--- src/rtl/cmt_pkg.sv ---
package cmt_pkg;

    localparam int WORD_W = 32;
    localparam int PRE_W  = 7;

    localparam logic [1:0] REQ_IRQ = 2'd2;

    typedef enum logic [1:0] {
        REG_CTRL  = 2'd0,
        REG_COUNT = 2'd1,
        REG_CMP   = 2'd2,
        REG_NONE  = 2'd3
    } chreg_e;

    typedef struct packed {
        logic       match;
        logic       ovf;
        logic       periodic;
        logic       irq_en;
        logic [1:0] req;
        logic [2:0] clk_sel;
    } ctrl_t;

    // slow ticks per count step; 0 means the code never counts
    function automatic logic [7:0] div_of(input logic [2:0] sel);
        case (sel)
            3'd4:    div_of = 8'd8;
            3'd5:    div_of = 8'd32;
            3'd6:    div_of = 8'd128;
            3'd7:    div_of = 8'd1;
            default: div_of = 8'd0;
        endcase
    endfunction

    function automatic logic [WORD_W-1:0] ctrl_word(input ctrl_t c);
        ctrl_word = {16'b0, c.match, c.ovf, 5'b0, c.periodic, c.irq_en,
                     1'b0, c.req, 1'b0, c.clk_sel};
    endfunction

endpackage

--- src/rtl/cmt_prescaler.sv ---
module cmt_prescaler
    import cmt_pkg::*;
(
    input  logic       clk,
    input  logic       rst,
    input  logic       tick,
    input  logic       run,
    input  logic [2:0] sel,
    output logic       step
);
    logic [7:0]       div;
    logic [PRE_W-1:0] phase_q;
    logic             at_end;

    assign div    = div_of(sel);
    assign at_end = (phase_q == PRE_W'(div - 8'd1));
    assign step   = run && tick && (div != 8'd0) && at_end;

    always_ff @(posedge clk) begin
        if (rst || !run) begin
            phase_q <= '0;
        end else if (tick && div != 8'd0) begin
            phase_q <= at_end ? '0 : phase_q + PRE_W'(1);
        end
    end
endmodule

--- src/rtl/cmt_channel.sv ---
module cmt_channel
    import cmt_pkg::*;
#(
    parameter int CNT_W = 32
) (
    input  logic              clk,
    input  logic              rst,
    input  logic              tick,
    input  logic              run,
    input  logic              wr_ctrl,
    input  logic              wr_count,
    input  logic              wr_cmp,
    input  logic [WORD_W-1:0] wdata,
    output ctrl_t             ctrl,
    output logic [CNT_W-1:0]  count,
    output logic [CNT_W-1:0]  cmp,
    output logic              step_o,
    output logic              load_o,
    output logic              irq
);
    logic             pre_step;
    logic [CNT_W-1:0] pend_val;
    logic [1:0]       pend_cnt;
    logic             hit;
    logic             wrap;
    logic             unused_ctrl;

    assign unused_ctrl = ^{wdata[13:9], wdata[6], wdata[3]};

    cmt_prescaler u_pre (
        .clk  (clk),
        .rst  (rst),
        .tick (tick),
        .run  (run),
        .sel  (ctrl.clk_sel),
        .step (pre_step)
    );

    assign load_o = tick && (pend_cnt == 2'd1) && !wr_count;
    assign step_o = pre_step && !load_o;
    assign hit    = (count == cmp);
    assign wrap   = (count == '1) && !hit;
    assign irq    = ctrl.match && ctrl.irq_en && (ctrl.req == REQ_IRQ);

    // delayed counter load
    always_ff @(posedge clk) begin
        if (rst) begin
            pend_val <= '0;
            pend_cnt <= 2'd0;
        end else if (wr_count) begin
            pend_val <= wdata[CNT_W-1:0];
            pend_cnt <= 2'd2;
        end else if (tick && pend_cnt != 2'd0) begin
            pend_cnt <= pend_cnt - 2'd1;
        end
    end

    always_ff @(posedge clk) begin
        if (rst) begin
            count <= '0;
        end else if (load_o) begin
            count <= pend_val;
        end else if (step_o) begin
            count <= (ctrl.periodic && hit) ? '0 : count + CNT_W'(1);
        end
    end

    always_ff @(posedge clk) begin
        if (rst) begin
            cmp <= '1;
        end else if (wr_cmp) begin
            cmp <= wdata[CNT_W-1:0];
        end
    end

    always_ff @(posedge clk) begin
        if (rst) begin
            ctrl <= '0;
        end else begin
            if (wr_ctrl) begin
                ctrl.match    <= ctrl.match & wdata[15];
                ctrl.ovf      <= ctrl.ovf & wdata[14];
                ctrl.periodic <= wdata[8];
                ctrl.irq_en   <= wdata[7];
                ctrl.req      <= wdata[5:4];
                ctrl.clk_sel  <= wdata[2:0];
            end
            if (step_o && hit) ctrl.match <= 1'b1;
            if (step_o && wrap) ctrl.ovf <= 1'b1;
        end
    end
endmodule

--- src/rtl/cmt_timer.sv ---
module cmt_timer
    import cmt_pkg::*;
#(
    parameter int NUM_CH = 2,
    parameter int ADDR_W = 8,
    parameter int CNT_W  = 32
) (
    input  logic              clk,
    input  logic              rst,
    input  logic              bus_wr,
    input  logic [ADDR_W-1:0] bus_addr,
    input  logic [31:0]       bus_wdata,
    output logic [31:0]       bus_rdata,
    input  logic              slow_tick,
    output logic [NUM_CH-1:0] irq
);
    localparam int BLK_W = ADDR_W - 4;

    logic [NUM_CH-1:0] run_q;
    ctrl_t             ch_ctrl  [NUM_CH];
    logic [CNT_W-1:0]  ch_count [NUM_CH];
    logic [CNT_W-1:0]  ch_cmp   [NUM_CH];
    logic [NUM_CH-1:0] ch_step;
    logic [NUM_CH-1:0] ch_load;
    logic              start_sel;
    chreg_e            reg_sel;
    logic              unused_low;

    assign unused_low = ^bus_addr[1:0];
    assign start_sel  = (bus_addr[ADDR_W-1:2] == '0);
    assign reg_sel    = chreg_e'(bus_addr[3:2]);

    always_ff @(posedge clk) begin
        if (rst) begin
            run_q <= '0;
        end else if (bus_wr && start_sel) begin
            run_q <= bus_wdata[NUM_CH-1:0];
        end
    end

    for (genvar i = 0; i < NUM_CH; i++) begin : g_ch
        logic blk_hit;
        assign blk_hit = (bus_addr[ADDR_W-1:4] == BLK_W'(i + 1));

        cmt_channel #(.CNT_W(CNT_W)) u_ch (
            .clk      (clk),
            .rst      (rst),
            .tick     (slow_tick),
            .run      (run_q[i]),
            .wr_ctrl  (bus_wr && blk_hit && reg_sel == REG_CTRL),
            .wr_count (bus_wr && blk_hit && reg_sel == REG_COUNT),
            .wr_cmp   (bus_wr && blk_hit && reg_sel == REG_CMP),
            .wdata    (bus_wdata),
            .ctrl     (ch_ctrl[i]),
            .count    (ch_count[i]),
            .cmp      (ch_cmp[i]),
            .step_o   (ch_step[i]),
            .load_o   (ch_load[i]),
            .irq      (irq[i])
        );
    end

    always_comb begin
        bus_rdata = '0;
        if (start_sel) begin
            bus_rdata = 32'(run_q);
        end
        for (int c = 0; c < NUM_CH; c++) begin
            if (bus_addr[ADDR_W-1:4] == BLK_W'(c + 1)) begin
                case (reg_sel)
                    REG_CTRL:  bus_rdata = ctrl_word(ch_ctrl[c]);
                    REG_COUNT: bus_rdata = 32'(ch_count[c]);
                    REG_CMP:   bus_rdata = 32'(ch_cmp[c]);
                    default:   bus_rdata = '0;
                endcase
            end
        end
    end
endmodule

--- config.mk ---
export PLATFORM = sky130hd
export DESIGN_NAME = cmt_timer
export DESIGN_NICKNAME = d
export VERILOG_FILES = /design/src/rtl/cmt_pkg.sv /design/src/rtl/cmt_prescaler.sv /design/src/rtl/cmt_channel.sv /design/src/rtl/cmt_timer.sv
export SDC_FILE = /design/constraint.sdc
export NUM_CORES = 1
export LEC_CHECK = 0
export BUFFER_PORTS_ARGS = -buffer_cell sky130_fd_sc_hd__buf_2
export CORE_AREA = 2 2 181 148
export DETAILED_ROUTE_END_ITERATION = 10
export DIE_AREA = 0 0 183 150
export PLACE_DENSITY = 0.67
export SYNTH_ARGS = -nofsm -noshare
export SYNTH_HDL_FRONTEND = slang
export SYNTH_HIERARCHICAL = 1
export SYNTH_SLANG_ARGS = --single-unit
--- constraint.sdc ---
create_clock -name clk -period 10.49 [get_ports clk]
set_input_delay 0.5245 -clock clk [delete_from_list [all_inputs] [get_ports clk]]
set_output_delay 0.5245 -clock clk [all_outputs]
set_load 0.005 [all_outputs]
---- Yosys cells after proc, flatten, opt, wreduce, memory -nomap -nowiden ----
Index checks and enable logic that the tools add are counted.
operators by class
  $add $sub $neg .......................... 8
  eq/ne operators ......................... 22
  muxes and demuxes ....................... 25
  bitwise gates (word level) .............. 4
  reductions and logical operators ........ 63
operators with widths
  cell                                              count
  two-way mux 32 bit                                8
  one-hot mux 32 bit (3 select lines)               2
  adder 32 x 1 -> 32 bit, second input constant     2
  == test 32 bit                                    2
  == test 32 bit, second input constant             2
  one-hot mux 8 bit (4 select lines)                2
  logical AND 1 bit                                 37
  == test 3 bit, second input constant              8
  nonzero test 2 bit                                10
  two-way mux 9 bit                                 2
  nonzero test 8 bit                                2
  adder 7 x 1 -> 7 bit, second input constant       2
  == test 7 bit                                     2
  two-way mux 7 bit                                 2
  subtractor 7 x 1 -> 7 bit, second input constant  2
  two-way mux 2 bit                                 5
  logical NOT 1 bit                                 8
  == test 2 x 1 -> 1 bit, second input constant     3
  == test 2 bit, second input constant              3
  logical NOT 6 bit                                 1
  bitwise AND 1 bit                                 4
  == test 4 x 1 -> 1 bit, second input constant     1
  == test 4 x 2 -> 1 bit, second input constant     1
  two-way mux 1 bit                                 4
  4 further kinds                                   7
storage, ports and cells
  flip-flop bits (word level) ............. 230
  bits of input ports ..................... 44
  output and inout port bits .............. 34
  word-level logic and storage cells ...... 147

---- Depth between registers and ports, before layout ----
  word-level depth ........................ 9
  mapped depth ............................ 15
  gate-level depth less buffers ........... 14

---- Modules after synthesis ----
Netlist, hierarchy kept.
by module, submodules not included
  module                       instances  cells an instance  area each (sq um)  sequential area each (sq um)
  cmt_channel at g_ch[0].u_ch  1          548                5245.0             2142.1
  cmt_channel at g_ch[1].u_ch  1          548                5215.0             2142.1
  cmt_timer                    1          180                1192.4             40.0
  cmt_prescaler                2          59                 496.7              140.1

---- Least setup slack after synthesis ----
OpenSTA, ideal clock, no wires.
  path type ............................... register -> register
  from .................................... register g_ch[0].u_ch/ctrl[2] in the netlist's numbering
  to ...................................... register g_ch[0].u_ch.count[17]
  library setup time ...................... 0.087 ns
  arrival time ............................ 3.196 ns
  required time ........................... 10.403 ns
  path slack .............................. 7.207 ns
  stages on the path, launching flop included .. 14
  path buffers ............................ 1
  clock period less this slack ............ 3.283 ns
  cells stage by stage .................... dfxtp_1 -> inv_1 -> or3_2 -> ha_1 -> maj3_2 -> a2bb2oi_1 -> nor4_4 -> and2_1 -> inv_1 -> clkbuf_1 -> nor3_1 -> nand3_1 -> xor2_1 -> o31ai_1
between the ends
  word-level cells in the longest chain between the ends .. 7
  elaborated cells between the ends (all ways) .. 12
  classes of those cells .................. 1 x add/sub; 5 x eq/ne; 1 x mux; 5 x reduce/logical
RTL lines
  what                                                             RTL line                                  source
  start: declaration                                               cmt_channel.sv:14                         output ctrl_t ctrl,
  == test 3 bit                                                    cmt_pkg.sv:26                             case (sel)
  one-hot mux 8 bit (4 select lines) *                             cmt_pkg.sv:26
  subtractor 7 x 1 -> 7 bit or nonzero test 8 bit (tied branches)  cmt_prescaler.sv:16, cmt_prescaler.sv:17
  == test 7 bit or logical AND 1 bit (tied branches)               cmt_prescaler.sv:16, cmt_prescaler.sv:17
  logical AND 1 bit *                                              cmt_prescaler.sv:17                       assign step = run && tick && (div != 8'd0) && at_end;
  named net g_ch[0].u_ch.pre_step                                  cmt_channel.sv:21                         logic pre_step;
  logical AND 1 bit *                                              cmt_channel.sv:40                         assign step_o = pre_step && !load_o;
  nonzero test 2 bit (no line) *                                   n/a
  end signal: assignment                                           cmt_channel.sv:62                         count <= pend_val;
  end signal: assignment                                           cmt_channel.sv:64                         count <= (ctrl.periodic && hit) ? '0 : count + CNT_W'(1);
  end: declaration                                                 cmt_channel.sv:15                         output logic [CNT_W-1:0] count,
Mark *: on every way through the listed nets, which the timed path passes. The rest lies on a longest branch.
A chain may end at the register's enable or synchronous reset.

---- Worst setup path in the final report ----
  from .................................... register g_ch[0].u_ch/ctrl[2] in the netlist's numbering
  to ...................................... register g_ch[0].u_ch.count[13]
The elaborated chain is that of the path after synthesis.

==> results.sh <==
export IMPL_wl_mm=36.83
export IMPL_min_path_type="primary input to register"
export IMPL_cts_buffer_depth=3
export IMPL_drv_cap=0
export IMPL_nets=1464
export IMPL_syn_nets=1450
export IMPL_die_w_um=183
export IMPL_post_route_util_pct=53.50
export IMPL_yosysSeqAreaShare_pct=36.41
export IMPL_cts_htree_levels=1
export IMPL_drc=0
export IMPL_met2_length_mm=15.88
export IMPL_place_gp_congestion=0.8937
export IMPL_whs_path_depth=2
export IMPL_final_common_cell="dfxtp_1"
export IMPL_drt_met1_wl_mm=17.29
export IMPL_grt_max_degree=81
export IMPL_fin_area_mm2=0.01376
export IMPL_reg2reg_from="g_ch[0].u_ch/ctrl[2]$_SDFFE_PP0P_"
export IMPL_numCtsBuffers=25
export IMPL_final_cell_mix="230 x dfxtp_1, 122 x nor2_1, 112 x xor2_1"
export IMPL_cts_tree="done"
export IMPL_grt_first_pass_wirelength_mm=56.73
export IMPL_drtAntennaViolNets=0
export IMPL_max_freq_ghz=0.2182
export IMPL_vias_per_cell=6.099
export IMPL_total_power_mw=1.903
export IMPL_place_hpwl_mm=25.20
export IMPL_syn_to_final_growth_pct=8.846
export IMPL_yosysTopAreaCell="dfxtp_1"
export IMPL_hold_ws_ns=0.2916
export IMPL_fillCellCount=2357
export IMPL_root_buffer="clkbuf_16"
export IMPL_leakagePower_nw=4.629
export IMPL_core_area_mm2=0.02573
export IMPL_die_area_mm2=0.02745
export IMPL_hold_end="g_ch[0].u_ch/cmp[19]$_SDFFE_PP1P_"
export IMPL_yosysWarnings=6
export IMPL_drv_slew=0
export IMPL_postCtsSetupBuffers=0
export IMPL_cts_sinks=230
export IMPL_top_level_ports=78
export IMPL_ys_flop_type="dfxtp_1"
export IMPL_r2r_slack_ns=5.91
export IMPL_vias=10680
export IMPL_synth_area_leaders="dfxtp_1 36%, mux2i_1 7.9%, xor2_1 7.8%, a211o_1 4.4%, nor2_1 3.7%"
export IMPL_row_count=53
export IMPL_synth_cell_types=65
export IMPL_cts_hold_buf=0
export IMPL_placed_cell_area_mm2=0.01300
export IMPL_io_buffers=75
export IMPL_ys_ff_latch=230
export IMPL_highest_layer="met4"
export IMPL_hold_violations=0
export IMPL_p_clk_share_pct=44.4
export IMPL_setup_violations=0
export IMPL_fin_skew_ns=0.009858
export IMPL_rsz0062_at_grt="false"
export IMPL_clk_pin_slew_ns=0.06
export IMPL_seqPwrFrac_pct=47.6
export IMPL_clk_insertion_delay_late_ns=0.52
export IMPL_worst_pin_slew_ns=1.016
export IMPL_start_util_pct=49.15
export IMPL_reg2regPathDepth=11
export IMPL_comb_power_share_pct=8.0
export IMPL_drive_above_1_share_pct=12.81
export IMPL_maxSlewHeadroom_pct=31.74
export IMPL_netSwitchingPower_uw=470.5
export IMPL_drt_initial_drc_count=886
export IMPL_synth_area_per_cell_um2=9.072
export IMPL_intPower_mw=1.432
export IMPL_die_y_um=150
export IMPL_wl_met3_mm=2.927
export IMPL_syn_inst=1394
export IMPL_status="complete, no violations"
export IMPL_synth_async_reset_ratio_pct=0
export IMPL_r2r_end="g_ch[0].u_ch/count[13]$_SDFFE_PP0P_"
export IMPL_finalCritPeriodShare_pct=43.69
export IMPL_diodes=0
export IMPL_period_needed_ns=4.583
export IMPL_grt_overflow=0
export IMPL_setup_tns_ns=0
export IMPL_cp_startpoint="g_ch[0].u_ch/ctrl[2]$_SDFFE_PP0P_"
export IMPL_cts_resized=0
export IMPL_crit_required_ns=10.86
export IMPL_worstHoldStart="bus_wdata[19]"
export IMPL_ir_drop_v=0.0001132
export IMPL_yosysTopAreaCellShare_pct=36.41
export IMPL_cp_arrival_ns=4.96
export IMPL_cellPowerDensity_mw_per_mm2=138.2
export IMPL_grtUsageTotal_pct=26.28
export IMPL_synth_edf_count=0
export IMPL_critPathKind="register to register"
export IMPL_cp_end_kind="register"
export IMPL_cp_start_kind="register"
export IMPL_antenna_found_initial=0
export IMPL_grt_pass1_vias=9615
export IMPL_drt_first_pass_iters=5
export IMPL_synth_area_mm2=0.01265
export IMPL_crit_fanout=21
export IMPL_routedWlPerCell_um=21.03
export IMPL_swShare_pct=24.73
cells in the mapped netlist, types with 8 or more instances:
master	n
a211o_1	64
a21oi_1	55
a22oi_1	46
a31oi_1	13
and3_1	27
buf_1	15
buf_2	20
buf_6	14
clkbuf_1	41
dfxtp_1	230
ha_1	12
inv_1	21
mux2i_1	100
nand2_1	52
nand2b_1	8
nand3_1	54
nand3b_1	31
nand4_1	20
nor2_1	124
nor2b_1	67
nor3_1	28
nor4_1	17
o21ai_0	8
o22ai_1	42
o31ai_1	26
or3_1	17
xnor2_1	29
xor2_1	112
metal layers:
metal | track usage, % | vias to the layer above
li1 | - | 5076
met5 | 0 | -
met1 | 39.40 | 5154
met4 | 4.960 | 0
met3 | 4.283 | 46
met2 | 39.79 | 404
how the worst max path moves through the flow:
stage,to,slack (ns),cells after the start
4_1_cts,g_ch[0].u_ch/count[13]$_SDFFE_PP0P_,6.00,11
2_1_floorplan,g_ch[0].u_ch/count[17]$_SDFFE_PP0P_,7.21,13
3_3_place_gp,g_ch[0].u_ch/count[24]$_SDFFE_PP0P_,5.87,13
5_1_grt,g_ch[0].u_ch/count[14]$_SDFFE_PP0P_,5.72,11
3_5_place_dp,g_ch[0].u_ch/count[14]$_SDFFE_PP0P_,5.84,13
6_report,g_ch[0].u_ch/count[13]$_SDFFE_PP0P_,5.91,11
state kept, by name, indices dropped and copies added (netlist names):
register,cells
g_ch.u_ch/pend_val,64
g_ch.u_ch/u_pre/phase_q,14
run_q,2
g_ch.u_ch/cmp,64
g_ch.u_ch/count,64
g_ch.u_ch/ctrl,18
g_ch.u_ch/pend_cnt,4
worst max-delay path, stage by stage, from the launching register on:
cell       delay [ns]
dfxtp_1          0.49
inv_1            0.09
or3_2            0.44
ha_1             0.24
maj3_2           0.31
a2bb2oi_1        0.17
nor4_4           0.54
and2_1           0.45
inv_1            0.46
nor4_4           0.97
or3_1            0.22
a21oi_1          0.06
power groups by stage:
stage                     registers (mW)  clock network [mW]  logic, mW
after detailed placement           0.924                   0      0.149
after global routing               0.907               0.902      0.162
after CTS                          0.905               0.859      0.150
after floorplan                    0.909                   0      0.117
final                              0.906               0.845      0.152
after global placement             0.924                   0      0.148
kinds of logic (layout without fill, tap and decap cells):
kind of cell,after synthesis,count (layout),synth area share (%)
simple gates,505,505,23.53
compound gates,276,276,15.48
flops,230,230,36.41
xor+xnor,141,141,9.765
buf+inv,126,153,5.353
mux,102,102,8.093
fa+ha+maj,14,14,1.365
area by class of cell:
type                            count  area, um2  share of cell area [%]
Clock buffer                       36      716.9                   5.209
Clock inverter                      4      48.80                  0.3545
Inverter                           25      93.84                  0.6818
Multi-Input combinational cell   1038       7408                   53.82
Sequential cell                   230       4604                   33.45
Tap cell                          330      412.9                   3.000
Timing Repair Buffer               88      479.2                   3.481
metrics by stage:
| stage | std cells | setup WS, ns |
|---|---|---|
| finish | 1751 | 5.907 |
| global route | 1751 | 5.720 |
| CTS | 1751 | 6.001 |
| detailed placement | 1711 | 5.845 |
| global placement | 1711 | 5.866 |
| floorplan | 1394 | 7.207 |
Note: power is estimated with default switching activity, not from simulation.
